$ cat config.mk
export PLATFORM = sky130hd
export DESIGN_NAME = txq_dwrr_sched
export DESIGN_NICKNAME = d
export VERILOG_FILES = /design/src/rtl/txq_sched_pkg.sv /design/src/rtl/txq_weight_bank.sv /design/src/rtl/txq_dwrr_core.sv /design/src/rtl/txq_dwrr_sched.sv
export SDC_FILE = /design/constraint.sdc
export NUM_CORES = 1
export LEC_CHECK = 0
export ABC_CLOCK_PERIOD_IN_PS = 9200
export BUFFER_PORTS_ARGS = -buffer_cell sky130_fd_sc_hd__buf_4
export CELL_PAD_IN_SITES_DETAIL_PLACEMENT = 0
export CELL_PAD_IN_SITES_GLOBAL_PLACEMENT = 2
export CORE_MARGIN = 3
export CORE_UTILIZATION = 41
export CTS_CLUSTER_SIZE = 10
export DETAILED_ROUTE_END_ITERATION = 6
export PLACE_DENSITY_LB_ADDON = 0.25
export SYNTH_ARGS = -nofsm -noshare
export SYNTH_HDL_FRONTEND = slang
export SYNTH_SLANG_ARGS = --single-unit
$ cat constraint.sdc
create_clock -name clk -period 9.2 [get_ports clk]
set_input_delay 0.92 -clock clk [delete_from_list [all_inputs] [get_ports clk]]
set_output_delay 0.92 -clock clk [all_outputs]
set_load 0.02 [all_outputs]
$ cat src/rtl/txq_sched_pkg.sv
package txq_sched_pkg;

    // Scheduler phase: give credit to the pointed queue, try to pick a
    // packet from it, or wait for the granted packet to finish.
    typedef enum logic [1:0] {
        PH_CREDIT = 2'd0,
        PH_PICK   = 2'd1,
        PH_XFER   = 2'd2
    } sched_phase_e;

endpackage

$ cat src/rtl/txq_weight_bank.sv
module txq_weight_bank #(
    parameter int NQ         = 4,
    parameter int W_W        = 16,
    parameter int RST_WEIGHT = 512,
    localparam int IDX_W     = $clog2(NQ)
) (
    input  logic                    clk,
    input  logic                    rst_n,
    input  logic                    wr_en,
    input  logic [IDX_W-1:0]        wr_sel,
    input  logic [W_W-1:0]          wr_data,
    input  logic                    commit,
    input  logic                    preempt_ack,
    output logic [NQ-1:0][W_W-1:0]  active_w,
    output logic                    preempt_req
);

    typedef struct packed {
        logic [NQ-1:0][W_W-1:0] shadow;
        logic [NQ-1:0][W_W-1:0] active;
        logic                   pend;
    } bank_st_t;

    bank_st_t st_d, st_q;

    always_comb begin
        st_d = st_q;
        if (wr_en) begin
            st_d.shadow[wr_sel] = wr_data;
        end
        // Packet boundary: the freshest shadow values become active.
        if (commit) begin
            st_d.active = st_d.shadow;
        end
        if (preempt_ack) begin
            st_d.pend = 1'b0;
        end
        if (wr_en) begin
            st_d.pend = 1'b1;
        end
    end

    always_ff @(posedge clk) begin
        if (!rst_n) begin
            st_q.shadow <= {NQ{W_W'(RST_WEIGHT)}};
            st_q.active <= {NQ{W_W'(RST_WEIGHT)}};
            st_q.pend   <= 1'b0;
        end else begin
            st_q <= st_d;
        end
    end

    assign active_w    = st_q.active;
    assign preempt_req = st_q.pend;

    // Active weights only move at a packet boundary.
    assert_active_hold_R8: assert property (@(posedge clk) disable iff (!rst_n)
        !commit |=> $stable(st_q.active));

    // A write always leaves a preemption request behind it.
    assert_write_pends_R9: assert property (@(posedge clk) disable iff (!rst_n)
        wr_en |=> preempt_req);

endmodule

$ cat src/rtl/txq_dwrr_core.sv
module txq_dwrr_core
    import txq_sched_pkg::*;
#(
    parameter int NQ    = 4,
    parameter int LEN_W = 16,
    parameter int W_W   = 16,
    localparam int IDX_W = $clog2(NQ),
    localparam int DEF_W = LEN_W + 1
) (
    input  logic                     clk,
    input  logic                     rst_n,
    input  logic [NQ-1:0]            q_valid,
    input  logic [NQ-1:0][LEN_W-1:0] q_len,
    input  logic                     xfer_done,
    input  logic [NQ-1:0][W_W-1:0]   weight,
    input  logic                     preempt_req,
    output logic                     preempt_ack,
    output logic                     commit,
    output logic [NQ-1:0]            grant,
    output logic [IDX_W-1:0]         grant_idx
);

    typedef struct packed {
        sched_phase_e                 phase;
        logic [IDX_W-1:0]             ptr;
        logic [NQ-1:0][DEF_W-1:0]     deficit;
        logic [LEN_W-1:0]             charge;
    } core_st_t;

    core_st_t st_d, st_q;

    logic [LEN_W-1:0] cur_len;
    logic [W_W-1:0]   cur_w;
    logic [DEF_W-1:0] cur_def;
    logic [IDX_W-1:0] nxt_ptr;
    logic [NQ-1:0]    others_valid;

    always_comb begin
        cur_len      = q_len[st_q.ptr];
        cur_w        = weight[st_q.ptr];
        cur_def      = st_q.deficit[st_q.ptr];
        nxt_ptr      = (st_q.ptr == IDX_W'(NQ - 1)) ? '0 : st_q.ptr + 1'b1;
        others_valid = q_valid & ~(NQ'(1) << st_q.ptr);

        st_d        = st_q;
        preempt_ack = 1'b0;
        commit      = (st_q.phase != PH_XFER);

        if (st_q.phase == PH_XFER) begin
            // Charge the granted length only when the transfer completes.
            if (xfer_done) begin
                st_d.deficit[st_q.ptr] = cur_def - DEF_W'(st_q.charge);
                st_d.phase             = PH_PICK;
            end
        end else if (preempt_req) begin
            st_d.deficit = '0;
            st_d.ptr     = '0;
            st_d.phase   = PH_CREDIT;
            preempt_ack  = 1'b1;
        end else if (st_q.phase == PH_CREDIT) begin
            if (q_valid[st_q.ptr]) begin
                st_d.deficit[st_q.ptr] = cur_def + DEF_W'(cur_w);
                st_d.phase             = PH_PICK;
            end else begin
                st_d.deficit[st_q.ptr] = '0;
                st_d.ptr               = nxt_ptr;
            end
        end else begin
            if (q_valid[st_q.ptr] && cur_def >= DEF_W'(cur_len)) begin
                st_d.phase  = PH_XFER;
                st_d.charge = cur_len;
            end else if (q_valid[st_q.ptr] && cur_w == '0 && others_valid == '0) begin
                // Zero-weight queue alone: serve it without charging.
                st_d.phase  = PH_XFER;
                st_d.charge = '0;
            end else begin
                if (!q_valid[st_q.ptr]) begin
                    st_d.deficit[st_q.ptr] = '0;
                end
                st_d.ptr   = nxt_ptr;
                st_d.phase = PH_CREDIT;
            end
        end
    end

    always_ff @(posedge clk) begin
        if (!rst_n) begin
            st_q.phase   <= PH_CREDIT;
            st_q.ptr     <= '0;
            st_q.deficit <= '0;
            st_q.charge  <= '0;
        end else begin
            st_q <= st_d;
        end
    end

    always_comb begin
        grant     = '0;
        grant_idx = '0;
        if (st_q.phase == PH_XFER) begin
            grant[st_q.ptr] = 1'b1;
            grant_idx       = st_q.ptr;
        end
    end

    // Leftover credit is below one maximum packet when fresh credit lands.
    assert_no_overflow_R11: assert property (@(posedge clk) disable iff (!rst_n)
        (st_q.phase == PH_CREDIT && q_valid[st_q.ptr]) |-> !cur_def[DEF_W-1]);

    assert_no_underflow_R11: assert property (@(posedge clk) disable iff (!rst_n)
        (st_q.phase == PH_XFER && xfer_done) |-> cur_def >= DEF_W'(st_q.charge));

    assert_restart_R9: assert property (@(posedge clk) disable iff (!rst_n)
        preempt_ack |=> (st_q.ptr == '0 && st_q.deficit == '0 && st_q.phase == PH_CREDIT));

    assert_idle_done_R10: assert property (@(posedge clk) disable iff (!rst_n)
        (st_q.phase != PH_XFER && !preempt_req) |=> $stable(st_q.charge) || st_q.phase == PH_XFER);

endmodule

$ cat src/rtl/txq_dwrr_sched.sv
module txq_dwrr_sched #(
    parameter int NQ         = 4,
    parameter int LEN_W      = 16,
    parameter int W_W        = 16,
    parameter int RST_WEIGHT = 512,
    localparam int IDX_W     = $clog2(NQ)
) (
    input  logic                  clk,
    input  logic                  rst_n,
    input  logic [NQ-1:0]         q_valid,
    input  logic [NQ*LEN_W-1:0]   q_len,
    input  logic                  xfer_done,
    input  logic                  wgt_wr_en,
    input  logic [IDX_W-1:0]      wgt_wr_sel,
    input  logic [W_W-1:0]        wgt_wr_data,
    output logic [NQ-1:0]         grant,
    output logic [IDX_W-1:0]      grant_idx
);

    logic [NQ-1:0][LEN_W-1:0] len_vec;
    logic [NQ-1:0][W_W-1:0]   active_w;
    logic                     preempt_req;
    logic                     preempt_ack;
    logic                     commit;

    assign len_vec = q_len;

    txq_weight_bank #(
        .NQ         (NQ),
        .W_W        (W_W),
        .RST_WEIGHT (RST_WEIGHT)
    ) u_bank (
        .clk         (clk),
        .rst_n       (rst_n),
        .wr_en       (wgt_wr_en),
        .wr_sel      (wgt_wr_sel),
        .wr_data     (wgt_wr_data),
        .commit      (commit),
        .preempt_ack (preempt_ack),
        .active_w    (active_w),
        .preempt_req (preempt_req)
    );

    txq_dwrr_core #(
        .NQ    (NQ),
        .LEN_W (LEN_W),
        .W_W   (W_W)
    ) u_core (
        .clk         (clk),
        .rst_n       (rst_n),
        .q_valid     (q_valid),
        .q_len       (len_vec),
        .xfer_done   (xfer_done),
        .weight      (active_w),
        .preempt_req (preempt_req),
        .preempt_ack (preempt_ack),
        .commit      (commit),
        .grant       (grant),
        .grant_idx   (grant_idx)
    );

    assert_onehot_R2: assert property (@(posedge clk) disable iff (!rst_n)
        $onehot0(grant));

    assert_idx_match_R2: assert property (@(posedge clk) disable iff (!rst_n)
        (|grant) |-> grant[grant_idx]);

    assert_grant_valid_R2: assert property (@(posedge clk) disable iff (!rst_n)
        $rose(|grant) |-> (($past(q_valid) & grant) != '0));

    assert_grant_hold_R3: assert property (@(posedge clk) disable iff (!rst_n)
        ((|grant) && !xfer_done) |=> $stable(grant));

    assert_grant_release_R3: assert property (@(posedge clk) disable iff (!rst_n)
        ((|grant) && xfer_done) |=> (grant == '0));

endmodule

Word-level counts from Yosys, hierarchy flattened
Cells that the tools add are included.
Cells by class
  add/sub/neg operators: 3
  $lt $le $gt $ge: 5
  equality and inequality tests: 11
  shift-type cells: 1
  muxes and demuxes: 41
  bitwise gates (word level): 7
  reduce and logical (&&, ||, !) cells: 14
Operator list (number)
  2-to-1 mux 68 bit: 4
  2-to-1 mux 72 bit: 2
  2-to-1 mux 70 bit: 2
  bitwise mux 68 bit: 2
  2-to-1 mux 16 bit: 5
  bitwise AND 68 bit: 1
  inverter 68 bit: 1
  binary-select mux 16 bit (select 2 bit): 2
  bitwise mux 64 bit: 1
  2-to-1 mux 64 bit: 1
  binary-select mux 17 bit (select 2 bit): 1
  demux 17 bit (select 2 bit): 1
  2-to-1 mux 17 bit: 2
  demux 16 bit (select 2 bit): 1
  adder 17 x 16 -> 17 bit: 1
  >= comparator 17 x 16 -> 1 bit: 1
  subtractor 17 x 16 -> 17 bit: 1
  zero test 16 bit: 1
  2-to-1 mux 2 bit: 8
  != test 4 x 2 -> 1 bit, second input constant: 3
  AND reduction 4 bit: 3
  < comparator 2 x 3 -> 1 bit, second input constant: 2
  2-to-1 mux 1 bit: 6
  != test 3 x 2 -> 1 bit, second input constant: 2
  other kinds (18): 28
Word-level totals
  register bits: 217
  input bits: 90
  output and inout port bits: 6
  word-level logic and storage cells: 98

Depth between registers and ports, before layout
  word-level depth: 12
  depth in mapped cells: 17
  depth with buffers taken out: 12

Modules after synthesis
Synthesis repeated with hierarchy kept, for this count alone.
Second synthesis, totals
  cell total of the unflattened synthesis: 1417
  area, all modules: 12635.9 um^2
Modules (own cells, without submodules)
  txq_dwrr_core: times used 1, cells an instance 921, area an instance 7592.3 um^2, seq. area each 1761.7 um^2
  txq_weight_bank: times used 1, cells an instance 496, area an instance 5043.6 um^2, seq. area each 2582.5 um^2

Least setup slack after synthesis
Ideal clock, no wire load.
  kind: reg-to-reg
  from: register u_core.st_q[85] (netlist name)
  to: register u_core.st_q[29] (netlist name)
  library setup time: 119 ps
  arrival time: 4070 ps
  data required time: 9081 ps
  slack: 5011 ps
  cell stages (with the launch flop): 13
  buffers on the path: 4
  clock period less this slack: 4189 ps
  cells stage by stage: dfxtp_1 > clkbuf_1 > buf_2 > buf_1 > buf_2 > mux4_2 > ha_1 > or3_1 > o32a_1 > a31o_2 > a311oi_1 > nor2_1 > o221a_2
On the way
  cells in the longest elaborated chain, start to end: 12
  elaborated cells between the ends (all ways): 40
  classes of those cells: add/sub: 2; order compare: 3; eq/ne: 3; shift: 1; mux: 20; bitwise: 4; reduce/logical: 7
Ends and longest elaborated chain
  start: declaration: line txq_dwrr_core.sv:30  | core_st_t st_d, st_q;
  start signal: assignment: line txq_dwrr_core.sv:93  | st_q <= st_d;
  branches (longest 12 deep; another with adder 17 x 16 -> 17 bit)
Parallel ways; which one is timed is not known. The select of a mux whose other input is x is not followed.
A chain may end at the register's enable or synchronous reset.

Worst setup path in the final report
  from: register u_core.st_q[85] (netlist name)
  to: register u_core.st_q[81] (netlist name)
The elaborated chain is that of the path after synthesis.

==> out/results.ini <==
[run_status]
status = completed

[synth]
synth_fp_nets = 1445
avgSynthCellArea_sq_um = 9.13
synth.ff_latch_count = 217
synth-compound-area-share = 0.217
synth_top_family_by_area = compound AO/OA/AOI/OAI gates
yosys.area_share.xor_xnor = 0.0103
yosys.area_share.adder = 0.0582
syn_inst = 1301
synthSimpleGateAreaFrac = 0.141
synth-main-ff-cell = sky130_fd_sc_hd__dfxtp_1
synth.distinct_cells = 68
yosysSeqAreaShare = 0.366
yosysWarnings = 0
synth.top_cells.by_area = sky130_fd_sc_hd__dfxtp_1 37%, sky130_fd_sc_hd__mux4_2 7.0%, sky130_fd_sc_hd__mux2i_1 5.8%
synthMuxAreaShare = 0.157
yosysTopAreaCellShare = 0.366
synth.largest_area_cell = sky130_fd_sc_hd__dfxtp_1
synth-async-reset-ratio = 0
netlist_area_sq_um = 11900
synth-edff-count = 0

[floorplan]
top_level_ports = 96
die-area_sq_um = 31000
start_util = 0.422
num_rows = 61
dieWidth_microns = 176
fp.coreArea_sq_um = 28200
die_y_microns = 176

[worst_setup_path]
timing.critical_path.required_ns = 9.58
r2r_cells = 12
regToRegStartpoint = u_core.st_q[85]
setup.worst_path.class = flip-flop to flip-flop
timing.critical_path.arrival_ns = 5.24
crit-reg2reg-capture = u_core.st_q[81]
cp_max_fo = 34
timing.critical_path.from_type = flip-flop
reg2reg_slack_ns = 4.35
critical_path.endpoint_type = flip-flop

[detailed_routing]
drt_drc_violations_left = 0
routed-via-count = 10300
drt-pass1-iter-count = 5
vias_per_cell = 5.93
drt-wirelength-per-cell_microns = 21.9
detail-route-antenna-nets = 0
detail_route.wirelength_mm = 37.9
drt_first_iter_violations = 759

[final_layout]
layout_commonest_cell = sky130_fd_sc_hd__dfxtp_1
final_area_sq_um = 13600
drive_above_1_share = 0.147
syn_to_final_growth_pct = 14.2
num-nets-final = 1484
mostFrequentLayoutCells = 215 x sky130_fd_sc_hd__dfxtp_1, 182 x sky130_fd_sc_hd__nor2_1, 105 x sky130_fd_sc_hd__buf_4
finish.utilization = 0.481
antenna_cells = 0

[clock_tree]
cts_tree = yes
clock_tree.buffer_depth = 3
worst_skew_pair.late_latency_ns = 0.54
clockRootBuffer = sky130_fd_sc_hd__clkbuf_16
cts_made_buffers = 27
ctsResizeCount = 0
post_cts_buffers = 0
cts.sinks = 217
ctsHoldBuffers = 0
htree_num_levels = 1
clkTransAtPathRegs_ns = 0.06

[sta]
worst_slew_pin_tran_ns = 1.05
whs_ns = 0.454
finalMaxSlewViolations = 0
setup_violations = 0
rsz_0062_raised_after_global_routing = no
layout_min_cycle_time_ns = 4.85
maxSlewHeadroom = 0.297
max_freq_mhz = 206
final.setup.tns_ns = 0
final.setup_skew_ns = 0.0164
final_clock_period_utilization_by_the_worst_path = 0.527
final_hold_viol_count = 0

[min_path]
holdPathEnd = u_core.st_q[22]
min_from = u_core.st_q[22]
worstHoldPathCells = 2
timing.hold.worst.class = flip-flop to flip-flop

[global_routing]
grt_start_max_net_pins = 111
globalRoute.totalOverflow = 0
groute.usage.overall = 0.241
grt_pass1_vias = 9944
grt_pass1_wl_mm = 58.6
antenna_found_initial = 1

[placed_design]
place.port_buffers = 95
postPlaceCellArea_sq_um = 12800
gp_congestion = 0.904
hpwl_mm = 26.3

[power]
total_switching_power_uw = 936
irDropWorstVdd_mv = 0.168
p_clk_frac = 0.348
seq_power_share = 0.368
leakagePower_uw = 0.00561
powerDensity_nw_per_um2 = 207
power.switching_fraction = 0.334
pwr-share-comb = 0.284
internal_power_summed_over_all_cells_uw = 1870

[job]
cap_viol_max_count = 0

-- cells by family after synthesis --
kind of cell | Yosys count
compound gates | 367
xor+xnor | 14
fa+ha+maj | 54
buf+inv | 149
flops | 217
mux | 119
simple gates | 381
-- power groups by stage --
stage	Sequential (uW)	Combinational (uW)	Clock, uW
floorplan	1020	562	0
global placement	1050	782	0
detailed placement	1050	777	0
CTS	1030	782	1000
global route	1040	852	1040
finish	1030	795	976
-- cell type report --
cell class / count / area [sq um]
clock inverters: 4 / 48.8
well taps: 378 / 473
clock buffers: 36 / 749
flip-flops and latches: 217 / 4350
multi-input cells: 935 / 6940
inverters: 54 / 205
fillers: 2731 / 14600
repair buffers: 105 / 788
-- registers in the layout (all words and copies together) (netlist names) --
signal              flops
u_core.st_q            88
u_bank.active_w        64
u_bank.preempt_req      1
u_bank.st_q            64
-- critical path, stage by stage, from the launching register on --
cell                       delay (ns)
sky130_fd_sc_hd__dfxtp_2         0.89
sky130_fd_sc_hd__buf_4           0.55
sky130_fd_sc_hd__mux4_2          0.61
sky130_fd_sc_hd__ha_1            0.24
sky130_fd_sc_hd__inv_1           0.09
sky130_fd_sc_hd__fa_1            0.19
sky130_fd_sc_hd__nor2b_1         0.07
sky130_fd_sc_hd__o31ai_1         0.49
sky130_fd_sc_hd__a21oi_1         0.28
sky130_fd_sc_hd__o211ai_1        0.28
sky130_fd_sc_hd__nand2_1         0.08
sky130_fd_sc_hd__a311oi_1        0.70
sky130_fd_sc_hd__o21ai_0         0.19
-- stage by stage --
stage,setup WS [ns],total power [uW],std cells
final,4.35,2800,1729
after global routing,4.13,2930,1729
after CTS,4.48,2810,1729
after detailed placement,4.50,1830,1689
after global placement,4.55,1830,1689
after floorplan,5.01,1580,1301
-- cell usage after synthesis, drive strengths merged, types with 5 or more instances --
cell     number
clkbuf       79
o22ai        15
ha           52
xnor2         7
nand2b       14
a22oi        31
a211oi       66
or3          10
nand3        35
xor2          7
a221oi       11
buf          16
a221o         5
o221a         7
o21ai        48
dfxtp       217
nand4         5
inv          51
nor4          9
and2          6
nor3         18
mux2i        69
nor2b         6
o2bb2ai       5
nor2        182
a31oi         6
a21oi        80
o21a         10
o32ai         5
mux4         50
o21bai        6
a21o         19
a32o          7
nand2        81
-- layer usage --
metal | up-vias | GRT usage | share of wire
met5 | - | 0 | 0.00034
met4 | 2 | 0.0739 | 0.028
met3 | 76 | 0.0432 | 0.069
met2 | 359 | 0.396 | 0.47
met1 | 4905 | 0.323 | 0.44
li1 | 4916 | - | -
-- worst max path at each step --
stage	from	to	slack (ns)	depth (start not counted)
5_1_grt	u_core.st_q[85]	u_core.st_q[60]	4.13	12
2_1_floorplan	u_core.st_q[85]	u_core.st_q[29]	5.01	12
4_1_cts	u_core.st_q[85]	u_core.st_q[82]	4.48	10
6_report	u_core.st_q[85]	u_core.st_q[81]	4.35	12
3_5_place_dp	u_core.st_q[85]	u_core.st_q[81]	4.50	12
3_3_place_gp	u_core.st_q[85]	u_core.st_q[47]	4.55	13
No activity file was read; power rests on OpenSTA's default activity.
